`config.mk`:
```
export PLATFORM = sky130hd
export DESIGN_NAME = vmem_slot_arbiter
export DESIGN_NICKNAME = d
export VERILOG_FILES = /design/src/rtl/vmem_arb_pkg.sv /design/src/rtl/slot_sequencer.sv /design/src/rtl/cpu_port.sv /design/src/rtl/video_fetch.sv /design/src/rtl/vmem_slot_arbiter.sv
export SDC_FILE = /design/constraint.sdc
export NUM_CORES = 1
export LEC_CHECK = 0
export ABC_AREA = 1
export BUFFER_PORTS_ARGS = -buffer_cell sky130_fd_sc_hd__clkbuf_2
export CAP_MARGIN = 20
export CORE_AREA = 5 5 86 88
export DETAILED_ROUTE_END_ITERATION = 7
export DIE_AREA = 0 0 91 93
export PLACE_DENSITY = 0.83
export SKIP_LAST_GASP = 1
export SLEW_MARGIN = 25
export SYNTH_ARGS = -nofsm -noshare
export SYNTH_HDL_FRONTEND = slang
export SYNTH_SLANG_ARGS = --single-unit
```
`constraint.sdc`:
```
create_clock -name clk -period 2 [get_ports clk]
set_input_delay 0.3 -clock clk [delete_from_list [all_inputs] [get_ports clk]]
set_output_delay 0.3 -clock clk [all_outputs]
set_load 0.01 [all_outputs]
```
`src/rtl/vmem_arb_pkg.sv`:
```
package vmem_arb_pkg;

    typedef enum logic {
        SLOT_VIDEO = 1'b0,
        SLOT_CPU   = 1'b1
    } slot_e;

    typedef enum logic [1:0] {
        SRC_NONE   = 2'd0,
        SRC_VIDEO  = 2'd1,
        SRC_CPU_RD = 2'd2,
        SRC_CPU_WR = 2'd3
    } mem_src_e;

    function automatic slot_e slot_of_phase(input logic phase_lsb);
        return phase_lsb ? SLOT_CPU : SLOT_VIDEO;
    endfunction

endpackage

```
`src/rtl/slot_sequencer.sv`:
```
module slot_sequencer
    import vmem_arb_pkg::*;
#(
    parameter int GROUP_CYCLES = 4,
    localparam int PH_W = (GROUP_CYCLES > 2) ? $clog2(GROUP_CYCLES) : 1
) (
    input  logic            clk,
    input  logic            rst,
    output logic [PH_W-1:0] phase,
    output slot_e           slot,
    output logic            fetch_phase
);

    localparam logic [PH_W-1:0] PH_LAST = PH_W'(GROUP_CYCLES - 1);

    logic [PH_W-1:0] phase_q;

    always_ff @(posedge clk) begin
        if (rst)
            phase_q <= '0;
        else if (phase_q == PH_LAST)
            phase_q <= '0;
        else
            phase_q <= phase_q + 1'b1;
    end

    assign phase       = phase_q;
    assign slot        = slot_of_phase(phase_q[0]);
    assign fetch_phase = (phase_q == '0);

    AST_SLOT_ALTERNATE: assert property (@(posedge clk) disable iff (rst)
        !$past(rst) |-> (slot != $past(slot)))
        else $error("slot did not alternate");

endmodule

```
`src/rtl/cpu_port.sv`:
```
module cpu_port
    import vmem_arb_pkg::*;
#(
    parameter int ADDR_W = 16,
    parameter int DATA_W = 16
) (
    input  logic              clk,
    input  logic              rst,
    input  logic              cpu_req,
    input  logic              cpu_we,
    input  logic [ADDR_W-1:0] cpu_addr,
    input  logic [DATA_W-1:0] cpu_wdata,
    input  slot_e             slot,
    output logic              cpu_ready,
    output logic              buf_valid,
    output logic              wr_issue,
    output logic [ADDR_W-1:0] wr_addr,
    output logic [DATA_W-1:0] wr_data,
    output logic              rd_issue
);

    typedef struct packed {
        logic              valid;
        logic [ADDR_W-1:0] addr;
        logic [DATA_W-1:0] data;
    } wbuf_t;

    wbuf_t wbuf_q;
    logic  rd_pend_q;
    logic  wr_accept;
    logic  in_cpu_slot;

    assign in_cpu_slot = (slot == SLOT_CPU);
    assign wr_accept   = cpu_req && cpu_we && !wbuf_q.valid && !rd_pend_q;
    assign wr_issue    = in_cpu_slot && wbuf_q.valid;
    assign rd_issue    = in_cpu_slot && !wbuf_q.valid && !rd_pend_q
                         && cpu_req && !cpu_we;
    assign cpu_ready   = wr_accept || rd_pend_q;
    assign buf_valid   = wbuf_q.valid;
    assign wr_addr     = wbuf_q.addr;
    assign wr_data     = wbuf_q.data;

    always_ff @(posedge clk) begin
        if (rst) begin
            wbuf_q    <= '0;
            rd_pend_q <= 1'b0;
        end else begin
            rd_pend_q <= rd_issue;
            if (wr_accept) begin
                wbuf_q.valid <= 1'b1;
                wbuf_q.addr  <= cpu_addr;
                wbuf_q.data  <= cpu_wdata;
            end else if (wr_issue) begin
                wbuf_q.valid <= 1'b0;
            end
        end
    end

    AST_WR_ACCEPT_FILLS: assert property (@(posedge clk) disable iff (rst)
        (cpu_ready && cpu_req && cpu_we) |=> buf_valid)
        else $error("accepted write not buffered");

    AST_FULL_STALLS: assert property (@(posedge clk) disable iff (rst)
        (buf_valid && cpu_req && cpu_we) |-> !cpu_ready)
        else $error("write acknowledged while buffer full");

    AST_RETIRE_IN_SLOT: assert property (@(posedge clk) disable iff (rst)
        (buf_valid && slot == SLOT_CPU) |=> !buf_valid)
        else $error("buffered write not retired");

    AST_RD_BEHIND_WR: assert property (@(posedge clk) disable iff (rst)
        rd_issue |-> (!buf_valid && slot == SLOT_CPU))
        else $error("read overtook buffered write");

    AST_RD_READY_NEXT: assert property (@(posedge clk) disable iff (rst)
        rd_issue |=> cpu_ready)
        else $error("read data not acknowledged");

endmodule

```
`src/rtl/video_fetch.sv`:
```
module video_fetch
    import vmem_arb_pkg::*;
#(
    parameter int ADDR_W = 16,
    parameter int DATA_W = 16
) (
    input  logic              clk,
    input  logic              rst,
    input  logic              fetch_phase,
    input  logic              vid_req,
    input  logic [DATA_W-1:0] mem_rdata,
    output logic              fetch_issue,
    output logic [DATA_W-1:0] vid_data,
    output logic              vid_strobe
);

    logic              pend_q;
    logic [DATA_W-1:0] data_q;
    logic              strobe_q;

    assign fetch_issue = fetch_phase && vid_req;

    always_ff @(posedge clk) begin
        if (rst) begin
            pend_q   <= 1'b0;
            data_q   <= '0;
            strobe_q <= 1'b0;
        end else begin
            pend_q   <= fetch_issue;
            strobe_q <= pend_q;
            if (pend_q)
                data_q <= mem_rdata;
        end
    end

    assign vid_data   = data_q;
    assign vid_strobe = strobe_q;

    AST_FETCH_AT_PHASE0: assert property (@(posedge clk) disable iff (rst)
        fetch_issue |-> fetch_phase)
        else $error("video fetch off its phase");

    AST_STROBE_AFTER_FETCH: assert property (@(posedge clk) disable iff (rst)
        vid_strobe |-> $past(fetch_issue, 2))
        else $error("strobe without fetch");

    AST_VID_HOLD: assert property (@(posedge clk) disable iff (rst)
        !vid_strobe |-> $stable(vid_data))
        else $error("video word changed between strobes");

endmodule

```
`src/rtl/vmem_slot_arbiter.sv`:
```
module vmem_slot_arbiter
    import vmem_arb_pkg::*;
#(
    parameter int ADDR_W       = 16,
    parameter int DATA_W       = 16,
    parameter int GROUP_CYCLES = 4
) (
    input  logic              clk,
    input  logic              rst,
    input  logic              cpu_req,
    input  logic              cpu_we,
    input  logic [ADDR_W-1:0] cpu_addr,
    input  logic [DATA_W-1:0] cpu_wdata,
    output logic              cpu_ready,
    output logic [DATA_W-1:0] cpu_rdata,
    input  logic              vid_req,
    input  logic [ADDR_W-1:0] vid_addr,
    output logic [DATA_W-1:0] vid_data,
    output logic              vid_strobe,
    output logic              mem_en,
    output logic              mem_we,
    output logic [ADDR_W-1:0] mem_addr,
    output logic [DATA_W-1:0] mem_wdata,
    input  logic [DATA_W-1:0] mem_rdata
);

    localparam int PH_W = (GROUP_CYCLES > 2) ? $clog2(GROUP_CYCLES) : 1;

    logic [PH_W-1:0]   phase;
    slot_e             slot;
    logic              fetch_phase;
    logic              buf_valid;
    logic              wr_issue;
    logic [ADDR_W-1:0] wr_addr;
    logic [DATA_W-1:0] wr_data;
    logic              rd_issue;
    logic              fetch_issue;
    mem_src_e          src;

    slot_sequencer #(.GROUP_CYCLES(GROUP_CYCLES)) u_seq (
        .clk         (clk),
        .rst         (rst),
        .phase       (phase),
        .slot        (slot),
        .fetch_phase (fetch_phase)
    );

    cpu_port #(.ADDR_W(ADDR_W), .DATA_W(DATA_W)) u_cpu (
        .clk       (clk),
        .rst       (rst),
        .cpu_req   (cpu_req),
        .cpu_we    (cpu_we),
        .cpu_addr  (cpu_addr),
        .cpu_wdata (cpu_wdata),
        .slot      (slot),
        .cpu_ready (cpu_ready),
        .buf_valid (buf_valid),
        .wr_issue  (wr_issue),
        .wr_addr   (wr_addr),
        .wr_data   (wr_data),
        .rd_issue  (rd_issue)
    );

    video_fetch #(.ADDR_W(ADDR_W), .DATA_W(DATA_W)) u_vid (
        .clk         (clk),
        .rst         (rst),
        .fetch_phase (fetch_phase),
        .vid_req     (vid_req),
        .mem_rdata   (mem_rdata),
        .fetch_issue (fetch_issue),
        .vid_data    (vid_data),
        .vid_strobe  (vid_strobe)
    );

    always_comb begin
        if (slot == SLOT_VIDEO)
            src = fetch_issue ? SRC_VIDEO : SRC_NONE;
        else if (wr_issue)
            src = SRC_CPU_WR;
        else if (rd_issue)
            src = SRC_CPU_RD;
        else
            src = SRC_NONE;
    end

    always_comb begin
        mem_en    = 1'b0;
        mem_we    = 1'b0;
        mem_addr  = '0;
        mem_wdata = '0;
        unique case (src)
            SRC_VIDEO: begin
                mem_en   = 1'b1;
                mem_addr = vid_addr;
            end
            SRC_CPU_RD: begin
                mem_en   = 1'b1;
                mem_addr = cpu_addr;
            end
            SRC_CPU_WR: begin
                mem_en    = 1'b1;
                mem_we    = 1'b1;
                mem_addr  = wr_addr;
                mem_wdata = wr_data;
            end
            default: ;
        endcase
    end

    assign cpu_rdata = mem_rdata;

    AST_NO_VIDEO_SLOT_WRITE: assert property (@(posedge clk) disable iff (rst)
        (mem_en && mem_we) |-> (phase[0] == 1'b1))
        else $error("write in video slot");

    AST_IDLE_QUIET: assert property (@(posedge clk) disable iff (rst)
        (!cpu_req && !buf_valid && !fetch_issue) |-> !mem_en)
        else $error("memory enabled with no requester");

endmodule

```
Word-level counts from Yosys, hierarchy flattened:

Cells that the tools add are included.

* add/sub/neg operators: 1
* equal/unequal tests: 4
* muxes and demuxes: 11
* reductions and logical operators: 17

Operators by type and width (count)
* one-hot mux 16 bit (3 select lines): 1
* 2-to-1 mux 16 bit: 1
* logical AND 1 bit: 9
* equality test 2 bit, second input constant: 3
* 2-to-1 mux 1 bit: 6
* 2-to-1 mux 2 bit: 3
* zero test 1 bit: 3
* OR reduction 3 bit: 1
* adder 2 x 1 -> 2 bit, second input constant: 1
* equality test 2 x 1 -> 1 bit, second input constant: 1
* zero test 2 bit: 1
* nonzero test 2 bit: 1
* OR reduction 2 bit: 1
* logical OR 1 bit: 1

* bits in registers: 54
* bits of input ports: 69
* output and inout port bits: 68
* logic and storage cells: 41

Depth between registers and ports, before layout:

Gate-level depths: netlist of run 1.

* depth after elaboration: 11
* mapped depth: 8
* depth with buffers taken out: 5

By module:

A second synthesis of run 1 with hierarchy kept.

* cells, all modules: 477
* area total of the unflattened synthesis: 3382.0 um^2

By module, submodules not included
* cpu_port: instances 1, cells an instance 226, area each 1789.2 um^2, sequential area each 680.7 um^2
* video_fetch: instances 1, cells an instance 109, area each 748.2 um^2, sequential area each 360.3 um^2
* vmem_slot_arbiter: instances 1, cells an instance 129, area each 742.0 um^2, sequential area each 0.0 um^2
* slot_sequencer: instances 1, cells an instance 13, area each 102.6 um^2, sequential area each 40.0 um^2

Worst setup path after synthesis of run 1:

No wires, ideal clock.

* kind: register -> output
* start: reg u_seq.phase_q[0], in the netlist u_seq.phase[0]
* end: out mem_addr[0]
* data arrival time: 1.509 ns
* data required time: 1.700 ns
* slack: 0.191 ns
* stages on the path, launching flop included: 8
* path buffers: 3
* cells stage by stage: dfxtp_1 -> inv_2 -> buf_2 -> ha_1 -> clkbuf_2 -> clkbuf_1 -> nand4_1 -> nand3_1

* word-level cells in the longest chain between the ends: 10
* elaborated cells on any way between the ends: 16
* classes of those cells: eq/ne: 3; mux: 6; reduce/logical: 7

RTL lines
* from (decl): line slot_sequencer.sv:16 `logic [PH_W-1:0] phase_q;`
* from (signal assigned): line slot_sequencer.sv:24 `phase_q <= phase_q + 1'b1;`
* 2-to-1 mux 1 bit: line vmem_arb_pkg.sv:16 `return phase_lsb ? SLOT_CPU : SLOT_VIDEO;`
* logical AND 1 bit (2 in a row): line cpu_port.sv:36 `assign rd_issue = in_cpu_slot && !wbuf_q.valid && !rd_pend_q`
* logical AND 1 bit (2 in a row): line cpu_port.sv:37 `&& cpu_req && !cpu_we;`
* 2-to-1 mux 2 bit: line vmem_slot_arbiter.sv:80 `else if (rd_issue)`
* 2-to-1 mux 2 bit: line vmem_slot_arbiter.sv:78 `else if (wr_issue)`
* 2-to-1 mux 2 bit *: line vmem_slot_arbiter.sv:76 `if (slot == SLOT_VIDEO)`
* equality test 2 bit / equality test 2 x 1 -> 1 bit (equally long branches): line vmem_slot_arbiter.sv:91 `unique case (src)`
* one-hot mux 16 bit (3 select lines) *: line vmem_slot_arbiter.sv:91
* to (decl): line vmem_slot_arbiter.sv:22 `output logic [ADDR_W-1:0] mem_addr,`

Every way passes the cells marked *; elsewhere a longest branch is shown, timed or not.

Worst setup path after layout of run 1:

* start: reg u_seq.phase_q[0], in the netlist u_seq.phase[0]
* end: out mem_addr[1]

The elaborated chain is that of the path after synthesis.

==> impl_results.md, run 1 <==
* Status: finished, final reports clean
* FF+latch count, synth at 54
* CTS Sinks at 54
* CP Launch Point: u_seq.phase[0]
* Commonest non-fill, non-tap cells in the layout: clkbuf_2, nor2_1, dfxtp_1
* Gpl congestion at 0.893
* Setup ws final at 0.114 ns
* # rows at 30
* CP endpoint: mem_addr[1]
* Relative slew slack at 0.699
* Total Routed Length at 7670 µm
* DP Area at 3470 µm²
* Critical path type: reg2out
* Share of layout cells above drive strength 1 at 0.320
* P_leak at 1.89 nW
* Initial antenna violation count at 0
* ANT nets after route at 0
* Cells after Synth at 431
* Routed vias at 3091
* CP arrival at 1.59 ns
* RSZ-0062 raised after global routing: no
* Clk slew on worst S/H paths at 0.09 ns
* Chip Height at 93 µm
* Worst Path Required at 1.70 ns
* DRC at 0
* Critical Path Source Type: flip-flop
* Core Box Area at 6570 µm²
* Pre-CTS WS at 0.242 ns
* Crit Reg-Reg Startpoint: u_vid.pend_q
* Clk buf depth at 2
* Vias/cell at 5.03
* Fin. max-slew vios at 0
* Sequential share of the synthesized area at 0.368
* First-pass GRT wire length at 13100 µm
* Setup TNS at 0 ns
* Max Fanout on Critical Path at 19
* Slowest CP cell: dfxtp_2
* Number of global-route vias before repair at 2991
* Die area at 8460 µm²
* Clock Tree Root: clkbuf_8
* Worst skew pair latency at 0.30 ns
* Measured slew at the worst slew-check pin at 0.449 ns
* Total GRT Usage at 0.179
* Fmax at 530 MHz
* Worst-case reg-to-reg path depth at 4
* Reported max-cap violation count at 0
* Final core occ at 0.546
* Placed wire-length estimate at 5790 µm
* Synth Net Count at 502
* Diode count at 0
* Largest net degree at the start of global routing at 65
* Distinct cells, synth at 25
* Worst hold path type: in2reg
* Cts bufs inserted at 5
* Post-Syn Area at 2930 µm²
* R2r setup slk at 0.70 ns
* CP endpoint kind: output pin
* WL/cell at 12.5 µm
* Most common cell after layout, fill and taps aside: clkbuf_2
* Drt initial violations at 111
* CTS tree: done
* IO Count at 137
* Post-route cell area at 3590 µm²
* Crit path time final at 1.89 ns
* GRT Residual Overflow at 0
* DIE WIDTH at 91 µm
* Nets at 605
* Final hold violations at 0
* Average size of a mapped cell at 6.81 µm²
* Area Growth Syn to Fin at 22.3%
* Setup violations, final at 0
* Reg-to-Reg End: u_vid.vid_data[0]
* Final period util at 0.943
* Starting density of the core at 0.447
* HP Start: mem_rdata[3]
* Cell Pwr Density at 664 nW/µm²
* Worst VDD drop at 0.356 mV
* CP Cell Sequence: inv_8 > ha_1 > buf_4 > nand4_1 > nand3_1 > clkbuf_2
* I/O Buffers at 136
* CP peak stage delay at 0.38 ns
* Drt pass-1 iters at 4
* Htree depth at 2
* Worst Skew at 0.00595 ns
* Final hold slack at 0.241 ns
* Syn. warnings at 0
==> per-layer routing <==
layer	track usage	part of all wire
met2	0.313	0.45
met4	0.0575	0.018
met3	0.0547	0.10
met5	0	0
met1	0.209	0.43
==> area by class of cell <==
| type | instances | area, µm² |
|---|---|---|
| fillers | 675 | 2980 |
| multi-input cells | 275 | 1330 |
| flip-flops and latches | 54 | 1080 |
| repair buffers | 144 | 778 |
| inverters | 54 | 210 |
| well taps | 80 | 100 |
| clock buffers | 7 | 86.3 |
| clock inverters | 1 | 5.00 |
==> metrics by stage <==
step                      power (W)  std cells
after floorplan             0.00160        431
after global placement      0.00176        606
after detailed placement    0.00178        606
after CTS                   0.00240        614
after global routing        0.00253        615
final                       0.00238        615
==> worst max-delay path, delay by kind of cell (launching register included) <==
kind,cells,cell delay (ns)
adders and majority gates,1,0.19
buffers and inverters,3,0.48
DFF,1,0.38
and+or+nand+nor,2,0.24
==> state kept, by name, indices dropped and copies added, names as in the netlist <==
name,flops
u_cpu.buf_valid,1
u_cpu.rd_pend_q,1
u_cpu.wr_addr,16
u_cpu.wr_data,16
u_seq.phase,2
u_vid.pend_q,1
u_vid.vid_data,16
u_vid.vid_strobe,1
==> cells in the mapped netlist <==
cell type	count	area (µm²)
a21oi_1	23	115
a21oi_2	10	87.6
buf_1	1	3.75
buf_2	10	50.1
buf_4	20	150
buf_6	6	67.6
buf_8	1	15.0
clkbuf_1	9	33.8
clkbuf_2	1	5.00
clkinv_1	1	3.75
dfxtp_1	54	1080
ha_1	2	25.0
inv_1	50	188
inv_2	3	11.3
nand2_1	50	188
nand2_2	3	18.8
nand3_1	49	245
nand4_1	32	200
nor2_1	83	312
nor2_2	1	6.26
nor2_4	2	22.5
nor3_1	1	5.00
nor3b_1	1	7.51
o211ai_1	1	7.51
o21ai_0	17	85.1
==> logic make-up (layout without fill, tap and decap cells) <==
group | Yosys count | in the layout | synth area share
compound gates | 51 | 51 | 0.101
fa+ha+maj | 2 | 2 | 0.00853
buf+inv | 102 | 206 | 0.180
flops | 54 | 54 | 0.368
simple gates | 222 | 222 | 0.342
==> worst min path at each step <==
stage                              to  cells past startpoint
floorplan             u_cpu.buf_valid                      1
global placement     u_cpu.wr_data[4]                      2
detailed placement   u_cpu.wr_data[0]                      2
CTS                 u_vid.vid_data[2]                      3
global route        u_vid.vid_data[9]                      3
finish              u_vid.vid_data[3]                      3
==> where the power goes <==
| part | switching (W) | internal [W] |
|---|---|---|
| combinational | 0.000328 | 0.000231 |
| clock | 0.000336 | 0.000280 |
| sequential | 0.0000502 | 0.00116 |
| total | 0.000714 | 0.00167 |
==> timing repair <==
item | in CTS | in global routing
hold buffers | 0 | 0
buffers inserted | 0 | 1
resized for setup | 1 | 3
endpoints found under the setup margin | 16 | 17
pin swaps | 0 | 1
(Power assumes the default switching activity.)
==> inputs of run 2 (changes only) <==
--- a/config.mk
+++ b/config.mk
@@ -11,7 +11,7 @@
 export CORE_AREA = 5 5 86 88
 export DETAILED_ROUTE_END_ITERATION = 7
 export DIE_AREA = 0 0 91 93
-export PLACE_DENSITY = 0.83
+export PLACE_DENSITY = 0.8
 export SKIP_LAST_GASP = 1
 export SLEW_MARGIN = 25
 export SYNTH_ARGS = -nofsm -noshare
==> constraint.sdc (replaced) <==
create_clock -name clk -period 2 [get_ports clk]
set_input_delay 0.4 -clock clk [delete_from_list [all_inputs] [get_ports clk]]
set_output_delay 0.4 -clock clk [all_outputs]
set_load 0.01 [all_outputs]
==> impl_results.md, run 2 (synthesized netlist as in run 1, its figures left out) <==
* Fin. max-slew vios at 0 (unchanged)
* CP arrival at 1.48 ns (-0.11 ns)
* Die area at 8460 µm² (unchanged)
* Share of layout cells above drive strength 1 at 0.325 (+0.00565)
* Cts bufs inserted at 5 (unchanged)
* CTS tree: done
* Filler cells at 662 (-1.9%)
* Critical path type: reg2out
* Drt initial violations at 85 (-23%)
* Max Fanout on Critical Path at 16 (-3)
* GRT Residual Overflow at 0 (unchanged)
* CTS Sinks at 54 (unchanged)
* Gpl congestion at 0.835 (-6.5%)
* Vias/cell at 4.93 (-1.9%)
* Htree depth at 2 (unchanged)
* Clk slew on worst S/H paths at 0.09 ns (about the same)
* Final hold violations at 0 (unchanged)
* Worst Skew at 0.00341 ns (-0.00255 ns)
* Core Box Area at 6570 µm² (unchanged)
* Critical Path Source Type: flip-flop
* Commonest non-fill, non-tap cells in the layout: clkbuf_2, nor2_1, dfxtp_1
* Total GRT Usage at 0.172 (-0.00727)
* Most common cell after layout, fill and taps aside: clkbuf_2
* Cell Pwr Density at 661 nW/µm² (-0.52%)
* Placed wire-length estimate at 5660 µm (-2.2%)
* CP endpoint kind: output pin
* Diode count at 0 (unchanged)
* Total Routed Length at 7480 µm (-2.5%)
* Initial antenna violation count at 0 (unchanged)
* Nets at 608 (+0.50%)
* Area Growth Syn to Fin at 23.0%
* Worst Path Required at 1.60 ns (-0.10 ns)
* Fmax at 532 MHz (+0.22%)
* Routed vias at 3047 (-1.4%)
* ANT nets after route at 0 (unchanged)
* DRC at 0 (unchanged)
* Clock Tree Root: clkbuf_8
* IO Count at 137 (unchanged)
* I/O Buffers at 136 (unchanged)
* Pwr Total at 0.00239 W (about the same)
* Hold Buf Count CTS at 0 (unchanged)
* Drt pass-1 iters at 4 (unchanged)
* Relative slew slack at 0.695 (-0.00427)
* P_leak at 1.90 nW (+0.65%)
* Worst hold path type: in2reg
* WL/cell at 12.1 µm (-3.0%)
* Setup TNS at 0 ns (unchanged)
* Status: finished, final reports clean
* DIE WIDTH at 91 µm (unchanged)
* Reported max-cap violation count at 0 (unchanged)
* Sequential Area at 1080 µm² (unchanged)
* Worst skew pair latency at 0.30 ns (about the same)
* First-pass GRT wire length at 12400 µm (-4.9%)
* Measured slew at the worst slew-check pin at 0.455 ns (+0.00636 ns)
* Crit path time final at 1.88 ns (-0.00423 ns)
* # rows at 30 (unchanged)
* Largest net degree at the start of global routing at 66 (+1.5%)
* Starting density of the core at 0.447 (unchanged)
* Number of global-route vias before repair at 2831 (-5.3%)
* Worst VDD drop at 0.387 mV (+8.7%)
* Clk buf depth at 2 (unchanged)
* Chip Height at 93 µm (unchanged)
* Final period util at 0.941 (-0.00211)
* Area occupied by multi-input gates at 1330 µm² (+0.19%)
* RSZ-0062 raised after global routing: no
* Setup violations, final at 0 (unchanged)
-- run 2: worst paths after layout --
path	start	to	slack (ns)	cells after the start
worst min register to register	u_seq.phase[0]	u_seq.phase[0]	0.48	1
worst max register to register	u_vid.pend_q	u_vid.vid_data[13]	0.70	4
worst min-delay path	mem_rdata[4]	u_vid.vid_data[4]	0.34	3
worst max-delay path	u_seq.phase[0]	mem_addr[5]	0.12	6
-- run 2: report_power, final --
group / internal, W / switching, W
logic: 0.000240 / 0.000328
registers: 0.00116 / 0.0000472
clock network: 0.000280 / 0.000332
-- run 2: cell type report --
class / count / area share
clock buffers: 7 / 0.0239
clock inverters: 1 / 0.00139
inverters: 54 / 0.0562
multi-input cells: 275 / 0.368
flip-flops and latches: 54 / 0.300
well taps: 80 / 0.0277
repair buffers: 147 / 0.223
-- run 2: metal layers --
| metal | part of all wire | vias to the layer above | track usage | wire length [µm] |
|---|---|---|---|---|
| met5 | 0 | - | 0 | 0 |
| met2 | 0.46 | 141 | 0.303 | 3420 |
| met3 | 0.11 | 4 | 0.0539 | 814 |
| li1 | - | 1580 | - | - |
| met1 | 0.43 | 1322 | 0.203 | 3200 |
| met4 | 0.0063 | 0 | 0.0391 | 47 |
-- run 2: repair_timing --
item,CTS,global route
buffers inserted,0,2
gates resized for setup,0,3
setup endpoints to repair,0,17
-- run 2: stage by stage --
| stage | hold WS (ns) | instances | area (µm²) | worst slack (ns) | util |
|---|---|---|---|---|---|
| 2_1_floorplan | 0.452 | 431 | 2930 | 0.0914 | - |
| 3_3_place_gp | 0.460 | 608 | 3480 | 0.392 | 0.530 |
| 3_5_place_dp | 0.473 | 608 | 3480 | 0.355 | 0.530 |
| 4_1_cts | 0.327 | 616 | 3570 | 0.0121 | 0.544 |
| 5_1_grt | 0.333 | 618 | 3610 | 0.0160 | 0.549 |
| 6_report | 0.341 | 618 | 3610 | 0.119 | 0.549 |
-- run 2: worst max-delay path, cell delays in order, from the launching register on --
cell,delay (ns)
dfxtp_2,0.36
inv_2,0.11
ha_2,0.21
buf_6,0.16
nand4_1,0.11
nand3_1,0.11
clkbuf_2,0.14
